## config.mk

```make
export PLATFORM = sky130hd
export DESIGN_NAME = residency_profiler
export DESIGN_NICKNAME = d
export VERILOG_FILES = /design/src/rtl/residency_profiler.sv
export SDC_FILE = /design/constraint.sdc
export NUM_CORES = 1
export LEC_CHECK = 0
export BUFFER_PORTS_ARGS = -buffer_cell sky130_fd_sc_hd__buf_2
export CAP_MARGIN = 20
export CORE_UTILIZATION = 25
export DETAILED_ROUTE_END_ITERATION = 8
export GPL_TIMING_DRIVEN = 0
export SLEW_MARGIN = 0
export SYNTH_ARGS = -nofsm -noshare
export SYNTH_HDL_FRONTEND = slang
export SYNTH_SLANG_ARGS = --single-unit
```

## constraint.sdc

```tcl
create_clock -name clk -period 8.5 [get_ports clk]
set_clock_uncertainty 0.1 [all_clocks]
set_input_delay 0.425 -clock clk [delete_from_list [all_inputs] [get_ports clk]]
set_output_delay 0.425 -clock clk [all_outputs]
set_load 0.05 [all_outputs]
```

## src/rtl/residency_profiler.sv

```systemverilog
module residency_profiler #(
  parameter int ADDR_W      = 8,
  parameter int CACHE_BYTES = 4,
  parameter int LINE_BYTES  = 2,
  parameter int CNT_W       = 8,
  parameter int TOT_W       = 24
) (
  input  logic                               clk,
  input  logic                               rst_n,
  input  logic                               ref_valid,
  input  logic [ADDR_W-1:0]                  ref_addr,
  input  logic                               flush_req,
  output logic                               len_valid,
  output logic [CNT_W-1:0]                   len_value,
  output logic [$clog2(CACHE_BYTES/LINE_BYTES)-1:0] len_line,
  output logic                               flush_busy,
  output logic                               flush_done,
  output logic [TOT_W-1:0]                   resid_count,
  output logic [TOT_W-1:0]                   ref_mass
);
  localparam int NLINES = CACHE_BYTES / LINE_BYTES;
  localparam int OFF_W  = $clog2(LINE_BYTES);
  localparam int IDX_W  = $clog2(NLINES);
  localparam int TAG_W  = ADDR_W - OFF_W - IDX_W;
  localparam logic [CNT_W-1:0] CNT_MAX = {CNT_W{1'b1}};
  localparam logic [IDX_W-1:0] LAST    = IDX_W'(NLINES - 1);

  logic [NLINES-1:0] vld;
  logic [TAG_W-1:0]  tag_q [NLINES];
  logic [CNT_W-1:0]  cnt_q [NLINES];
  logic              flushing;
  logic [IDX_W-1:0]  ptr;

  wire [IDX_W-1:0] idx    = ref_addr[OFF_W +: IDX_W];
  wire [TAG_W-1:0] rtag   = ref_addr[ADDR_W-1 -: TAG_W];
  wire             accept = ref_valid && !flushing;
  wire             hit    = vld[idx] && (tag_q[idx] == rtag);
  wire             evict  = accept && vld[idx] && !hit;
  wire             femit  = flushing && vld[ptr];
  wire             emit   = evict || femit;
  wire [CNT_W-1:0] ev_val = flushing ? cnt_q[ptr] : cnt_q[idx];
  wire [IDX_W-1:0] ev_ln  = flushing ? ptr : idx;

  assign flush_busy = flushing;

  always_ff @(posedge clk) begin
    if (!rst_n) begin
      vld         <= '0;
      flushing    <= 1'b0;
      ptr         <= '0;
      flush_done  <= 1'b0;
      len_valid   <= 1'b0;
      len_value   <= '0;
      len_line    <= '0;
      resid_count <= '0;
      ref_mass    <= '0;
      for (int i = 0; i < NLINES; i++) begin
        tag_q[i] <= '0;
        cnt_q[i] <= '0;
      end
    end else begin
      len_valid <= emit;
      if (emit) begin
        len_value   <= ev_val;
        len_line    <= ev_ln;
        resid_count <= resid_count + 1'b1;
        ref_mass    <= ref_mass + TOT_W'(ev_val);
      end
      if (flushing) begin
        vld[ptr] <= 1'b0;
        ptr      <= ptr + 1'b1;
        if (ptr == LAST) begin
          flushing   <= 1'b0;
          flush_done <= 1'b1;
        end
      end else begin
        if (accept) begin
          flush_done <= 1'b0;
          if (hit) begin
            cnt_q[idx] <= (cnt_q[idx] == CNT_MAX) ? CNT_MAX : cnt_q[idx] + 1'b1;
          end else begin
            vld[idx]   <= 1'b1;
            tag_q[idx] <= rtag;
            cnt_q[idx] <= CNT_W'(1);
          end
        end
        if (flush_req) begin
          flushing   <= 1'b1;
          ptr        <= '0;
          flush_done <= 1'b0;
        end
      end
    end
  end

  AST_LEN_NONZERO: assert property (@(posedge clk) disable iff (!rst_n)
    len_valid |-> (len_value != '0));

  AST_EVICT_CAUSE: assert property (@(posedge clk) disable iff (!rst_n)
    (len_valid && !$past(flushing)) |-> $past(ref_valid));

  AST_TOTAL_STEP: assert property (@(posedge clk) disable iff (!rst_n)
    (resid_count != $past(resid_count)) |-> len_valid);

  AST_DONE_AFTER_WALK: assert property (@(posedge clk) disable iff (!rst_n)
    $rose(flush_done) |-> $past(flushing));

  AST_BUSY_DONE_EXCL: assert property (@(posedge clk) disable iff (!rst_n)
    !(flush_busy && flush_done));

  AST_WALK_NO_INSERT: assert property (@(posedge clk) disable iff (!rst_n)
    flushing |=> ($countones(vld) <= $countones($past(vld))));
endmodule

```

# [Yosys cells after proc, flatten, opt, wreduce, memory -nomap -nowiden]
# Memory sizes are Yosys's and may differ from the RTL's. A register that Yosys moved wholly into a read port is not among the register bits.
# Cells that the tools add are included.
[totals] output_inout_bits=60 inputBits=12 ff_bits=63 wordCells=87 mem_bits_rw=28 memories=2
[mem_list] memory="cnt_q" depth=2 width=8 rd=2 rd_clocked_by_memory_dff=1 write_ports=2 line_no="30" rtl="logic [CNT_W-1:0] cnt_q [NLINES];"
[mem_list] memory="tag_q" depth=2 width=6 rd=1 rd_clocked_by_memory_dff=0 write_ports=2 line_no="29" rtl="logic [TAG_W-1:0] tag_q [NLINES];"
[op_classes] order_cmp=4 reduce_logical=17 eq_ne=4 n_addsub=4 bitwise_logic=4 mux=43
[ops] cell="$mux 1" n=33
[ops] cell="$mux 8" n=4
[ops] cell="$add 24x1->24 const B" n=1
[ops] cell="$add 24x8->24" n=1
[ops] cell="$add 8x1->8 const B" n=1
[ops] cell="$eq 8x8->1 const B" n=1
[ops] cell="$reduce_or 8->1" n=1
[ops] cell="$logic_and 1x1->1" n=7
[ops] cell="$eq 6x6->1" n=1
[ops] cell="$mux 2" n=3
[ops] cell="$mux 6" n=1
[ops] cell="$reduce_or 6->1" n=1
[ops] cell="$lt 1x2->1 const B" n=2
[ops] cell="$reduce_and 2->1" n=2
[ops] cell="$reduce_bool 2->1" n=2
[ops] cell="$reduce_bool 3->1" n=1
[ops] cell="$and 2x2->2" n=1
[ops] cell="$demux 1 s1" n=2
[ops] cell="$ge 1x1->1 const B" n=2
[ops] cell="$logic_not 1->1" n=2
[ops] cell="$ne 2x1->1 const B" n=1
[ops] cell="$ne 2x2->1 const B" n=1
[ops] cell="$not 2->2" n=1
[ops] cell="$or 2x2->2" n=1
[ops] cell="other kinds (3)" n=3

# [Longest topological paths before layout]
# Gate-level depths: netlist of the first run.
[depth] depth_word=11 ltp_mapped=14 depth_no_buf=12

# [Least setup slack after synthesis of the first run]
# OpenSTA, ideal clock, no wires.
[synth_timing] path_kind="register to register" from="register flushing (netlist: flush_busy)" to="register ref_mass[18]" n_path_buf=2 setup_slack_ps=4667 setup_time_ps=115 synth_period_minus_slack_ps=3833 required_ps=8285 arrival_time_ps=3618 stages_incl_launch_ff=13 cell_sequence="dfxtp_1 > buf_2 > nor2_1 > a21oi_2 > mux2_2 > ha_1 > fa_1 > a21oi_1 > o22ai_1 > o41ai_1 > buf_2 > nor4_1 > o21a_1"
[synth_between] word_cells_on_any_way=8 cone_classes="add/sub: 1; mux: 1; reduce/logical: 6"
[synth_rtl] item="start, declared" line_no="31" rtl="logic flushing;"
[synth_rtl] item="start signal, assigned" line_no="49" rtl="flushing <= 1'b0;"
[synth_rtl] item="start signal, assigned" line_no="73" rtl="flushing <= 1'b0;"
[synth_rtl] item="start signal, assigned" line_no="88" rtl="flushing <= 1'b1;"
[synth_rtl] item="$mux 8" line_no="41" rtl="wire [CNT_W-1:0] ev_val = flushing ? cnt_q[ptr] : cnt_q[idx];"
[synth_rtl] item="via ev_val[0]" line_no="41"
[synth_rtl] item="$add 24x8->24" line_no="67" rtl="ref_mass <= ref_mass + TOT_W'(ev_val);"
[synth_rtl] item="end signal, assigned" line_no="67"
[synth_rtl] item="end, declared" line_no="19" rtl="output logic [TOT_W-1:0] ref_mass"
# The timed path passes the listed nets, and every way through them passes these cells.
# A chain may end at the register's enable or synchronous reset.

# [Worst setup path in the final report of the first run]
# Ends and elaborated chain as after synthesis.

==> results.toml, run 1 <==
[timing]
setup_viol = 0
worst_pin_slew_ns = 1.10
maxSlewHeadroom_pct = 25.9
fmax_mhz = 242
fin_crit_ns = 4.14
layout_setup_ws_ns = 4.36
tns_ns = 0
fin_crit_sh_pct = 48.7
hold_viol_final = 0
slew_violations = 0
rsz0062_at_grt = "false"

[final_layout]
antenna_cells = 0
register_area_mm2 = 0.00212
postLayoutCoreUtil_pct = 30.9
syn2layout_area_growth_pct = 19.8
multi_input_area_mm2 = 0.00256
final_nets = 623
fill_cells = 2035
stdcell_area_mm2 = 0.00584
layout_common_cells = "buf_2, dfxtp_1, nand2_1"
drive_gt1_share_pct = 20.7
final_common_cell = "buf_2"

[drt]
drt_wl_total_um = 12800
drc = 0
drtAntennaViolNets = 0
top_layer = "met4"
wl_met1_um = 6100
drt_iter0_markers = 214
wl_met2_um = 5960
via_count = 4092
wl_per_cell_um = 14.8
wl_met3_um = 598
vias_per_cell = 4.73
first_pass_iters = 4

[cts]
tritoncts = "built"
hold_buffers = 0
clock_sinks = 92
clockBufferDepth = 2
numCtsBuffers = 9
clock_latency_ns = 0.35
post_cts_buffers = 0
cts-root-buf = "clkbuf_16"
ctsResizeCount = 0
htreeDepth = 3
path_clk_slew_ns = 0.07

[placement]
dp_worst_setup_slack_ns = 4.14
dpl.hpwl_um = 9460
placed_area_mm2 = 0.00555
io_buffers = 69
place.gp.congestion = 0.806

[floorplan]
row_count = 50
core_mm2 = 0.0189
initial_core_util_pct = 25.8
die_area_mm2 = 0.0201
die_w_um = 142
die_h_um = 142
ios = 72

[pwr]
total_power_mw = 0.986
power.density_mw_per_mm2 = 169
cellLeakagePower_nw = 2.21
ir_drop_v = 0.0000963

[min_path]
worstHoldPathType = "input pin to flop"

[synth]
synth.distinct_cells = 63
synth-seq-area-share_pct = 43.5
yosysWarningCount = 0
synthCells = 520
ys_seq_elements = 92
synth_edf_count = 28
synthArstFlopShare_pct = 0
synth_nets = 543
syn_area_mm2 = 0.00487
ys_dominant_reg_cell = "dfxtp_1"
syn_avg_cell_area_um2 = 9.37

[global_routing]
antenna_found_initial = 0
grt_pass1_vias = 3845
gr-usage-all-layers_pct = 13.3
gr-total-overflow = 0
grt_max_degree = 16
grt_pass1_wl_um = 20500

[flow_run]
maxCapViolations = 0

[setup_path]
crit_path_max_fanout = 10
end_kind = "flop"
crit_path_start_kind = "flop"
required_ns = 8.66
cp.arrival_ns = 4.29
critPathKind = "flop to flop"

[run_status]
status = "complete, no violations"
-- worst max-delay path: stages, from the launching register on --
cell and delay (ns):
dfxtp_1 0.37, buf_2 0.23, nor2_1 0.11, a21oi_2 0.41, mux2_2 0.44, ha_1 0.23
fa_1 0.41, a21oi_1 0.22, o22ai_1 0.13, o41ai_2 0.76, buf_2 0.37, nor4_1 0.08
o21a_1 0.17
-- worst paths after layout --
check	startpoint	endpoint	slack, ns	cells after the start
min reg2reg	len_value[6]$_SDFFE_PN0P_	len_value[6]$_SDFFE_PN0P_	0.36	2
min	flush_req	flush_busy$_SDFF_PN0_	0.28	3
max reg2reg	flush_busy$_SDFF_PN0_	ref_mass[18]$_SDFFE_PN0P_	4.36	12
max	flush_busy$_SDFF_PN0_	ref_mass[18]$_SDFFE_PN0P_	4.36	12
-- layout make-up --
type                            instances  share of cell area, %
Multi-Input combinational cell        393                   43.8
Sequential cell                        92                   36.3
Timing Repair Buffer                   69                   5.91
Tap cell                              260                   5.57
Clock buffer                           11                   4.35
Buffer                                 23                   2.70
Inverter                               12                  0.771
Clock inverter                          5                  0.578
-- cell usage after synthesis (2+ instances only) --
library cell / count / area [µm²]
or3_1: 4 / 25.0
nor4_1: 3 / 18.8
nand3_1: 17 / 85.1
a21oi_1: 58 / 290
a32oi_1: 2 / 17.5
mux2i_1: 12 / 120
and2_1: 17 / 106
o21ai_1: 6 / 30.0
clkbuf_1: 8 / 30.0
a21oi_2: 4 / 35.0
a21o_1: 2 / 15.0
and4_1: 4 / 35.0
nor2b_1: 7 / 43.8
o31ai_1: 20 / 150
o41ai_1: 3 / 26.3
and3_1: 10 / 62.6
xor2_1: 8 / 70.1
o21a_1: 6 / 45.0
o211ai_1: 2 / 15.0
nand2b_1: 5 / 31.3
dfxtp_1: 64 / 1280
edfxtp_1: 28 / 841
o31a_1: 3 / 26.3
inv_1: 12 / 45.0
nor2_1: 41 / 154
or4_1: 20 / 150
nand2_1: 60 / 225
nand3b_1: 2 / 15.0
a31oi_1: 2 / 12.5
nand4_1: 5 / 31.3
xnor2_1: 10 / 87.6
buf_6: 7 / 78.8
o2111a_1: 2 / 22.5
buf_2: 6 / 30.0
a211oi_1: 4 / 30.0
mux2_2: 10 / 113
nor3_1: 2 / 10.0
o21ai_0: 9 / 45.0
ha_1: 10 / 125
and3b_1: 2 / 17.5
-- per-layer routing --
layer | up-vias | global-route usage (%)
met2 | 75 | 21.3
li1 | 2086 | -
met1 | 1921 | 17.6
met4 | 0 | 3.34
met5 | - | 0
met3 | 10 | 3.68
-- flip-flops by register name (all words and copies together), names as in the netlist, named ones only --
name and cells:
flush_done 1, len_valid 1, cnt_q 16, ptr 1, resid_count 24, tag_q 12, ref_mass 24, vld 2
len_value 8, flush_busy 1, len_line 1
-- through the flow --
stage / hold WS (ns) / cells
after floorplan: 0.372 / 520
after global placement: 0.343 / 849
after detailed placement: 0.348 / 849
after CTS: 0.263 / 865
after global routing: 0.272 / 865
final: 0.277 / 865
-- logic make-up after synthesis --
family / share of synthesized area [%]
and+or+nand+nor: 22.7
buffers and inverters: 4.16
DFF: 43.5
AOI/OAI and AO/OA: 18.2
adders and majority gates: 2.98
muxes: 5.24
xor gates and xnor gates: 3.23
-- where the power goes --
| group | internal [mW] | switching (mW) | total [mW] |
|---|---|---|---|
| combinational | 0.0379 | 0.0795 | 0.117 |
| clock | 0.217 | 0.176 | 0.393 |
| sequential | 0.466 | 0.00935 | 0.476 |
| total | 0.721 | 0.265 | 0.986 |
Power figures use the tool's default switching activity.
==> inputs of run 2 (changes only) <==
- clock period: 8.5 -> 3.7 ns (I/O delays scaled with it)
==> run 2 against run 1 <==
Net effect: power up 130%; final area up 0.49%; sequential power up 130%; setup slack worse by 4.1 ns; flip-flop and latch count unchanged; non-clock buffer count up 4; via count up 2.1%; fmax up 21%; largest power group unchanged.
==> results.toml, run 2 (synthesis results as in run 1) <==
[final_layout]
postLayoutCoreUtil_pct = 31.1
reg.largest.list = "ref_mass x24, resid_count x24, cnt_q x16"
post_layout_nonfiller_instances = 869
antenna_cells = 0
final_nets = 627
drive_gt1_share_pct = 20.9
layout_common_cells = "buf_2, dfxtp_1, nand2_1"
final_common_cell = "buf_2"
syn2layout_area_growth_pct = 20.4

[timing]
fmax_mhz = 292
slew_violations = 0
fin_crit_ns = 3.42
setup_viol = 0
layout_setup_ws_ns = 0.278
fin_crit_sh_pct = 92.5
worst_pin_slew_ns = 0.954
hold_viol_final = 0
maxSlewHeadroom_pct = 35.7
rsz0062_at_grt = "false"

[placement]
place.gp.congestion = 0.789
dp_worst_setup_slack_ns = -0.344
dpl.hpwl_um = 9320
io_buffers = 69
placedCellCount = 849

[global_routing]
grt_pass1_vias = 3940
gr-total-overflow = 0
grt_pass1_wl_um = 20800
grt_max_degree = 17
antenna_found_initial = 0
gr-usage-all-layers_pct = 13.5

[floorplan]
die_h_um = 142
die_area_mm2 = 0.0201
die_w_um = 142
initial_core_util_pct = 25.8
core_mm2 = 0.0189
ios = 72
row_count = 50

[setup_path]
cp.arrival_ns = 3.61
end_kind = "flop"
crit_path_max_fanout = 10
critPathKind = "flop to flop"
required_ns = 3.88
crit_path_start_kind = "flop"

[cts]
path_clk_slew_ns = 0.07
hold_buffers = 0
htreeDepth = 3
tritoncts = "built"
clock_latency_ns = 0.36
clock_sinks = 92
numCtsBuffers = 9
cts-root-buf = "clkbuf_16"
clockBufferDepth = 2

[drt]
wl_per_cell_um = 14.8
vias_per_cell = 4.81
drc = 0
drt_iter0_markers = 178
first_pass_iters = 5
drt_wl_total_um = 12900
drtAntennaViolNets = 0
via_count = 4178

[pwr]
power.density_mw_per_mm2 = 381
ir_drop_v = 0.000220
cellLeakagePower_nw = 2.23

[run_status]
status = "complete, no violations"

[flow_run]
maxCapViolations = 0

[min_path]
worstHoldPathType = "input pin to flop"
==> run 2: final timing paths <==
path | cells after the start | slack, ns | from | end
hold / removal | 2 | 0.03 | ref_addr[4] | tag_q[0][2]$_SDFFCE_PN0P_
hold reg to reg | 2 | 0.35 | len_value[2]$_SDFFE_PN0P_ | len_value[2]$_SDFFE_PN0P_
setup reg to reg | 13 | 0.28 | flush_busy$_SDFF_PN0_ | ref_mass[9]$_SDFFE_PN0P_
setup / recovery | 13 | 0.28 | flush_busy$_SDFF_PN0_ | ref_mass[9]$_SDFFE_PN0P_
==> run 2: final cells by class <==
class,count,area (µm²)
buffer,23,158
sequential,92,2120
multi-input combinational,393,2580
inverter,12,45.0
tap,260,325
clock buffer,10,229
clock inverter,6,38.8
timing repair buffer,73,375
fill,2039,13000
==> run 2: layer usage <==
layer / global-route usage, % / up-vias / part of all wire, %
met1: 18.7 / 1973 / 49
met2: 20.5 / 105 / 45
met4: 4.30 / 0 / 1.6
met3: 3.27 / 15 / 4.4
li1: - / 2085 / -
met5: 0 / - / 0
==> run 2: power by group <==
group	switching, mW	internal, mW
Combinational	0.186	0.0916
Clock	0.411	0.458
Sequential	0.0217	1.07
Total	0.618	1.62
==> run 2: worst max-delay path, stage by stage (launching register included) <==
cell      delay [ns]
dfxtp_1         0.34
buf_2           0.23
nor2_1          0.13
a21oi_4         0.20
buf_4           0.16
mux2_2          0.35
ha_1            0.36
o21ai_1         0.09
o21bai_1        0.20
o21ai_1         0.14
a21bo_2         0.28
buf_2           0.21
or4_1           0.42
a21oi_1         0.14
==> run 2: timing repair <==
item	CTS	global route
endpoints found under the setup margin	8	7
pin swaps	1	0
gates resized for setup	2	0
hold endpoints to repair	0	0
setup buffers	1	3
==> run 2: stage by stage <==
step	power (mW)	setup TNS [ns]	area (µm²)	hold WS [ns]
after floorplan	1.31	0	4880	0.230
after global placement	1.38	-2.29	5550	0.342
after detailed placement	1.39	-2.40	5550	0.343
after CTS	2.25	0	5850	0.0250
after global routing	2.33	0	5870	0.0369
final	2.24	0	5870	0.0279
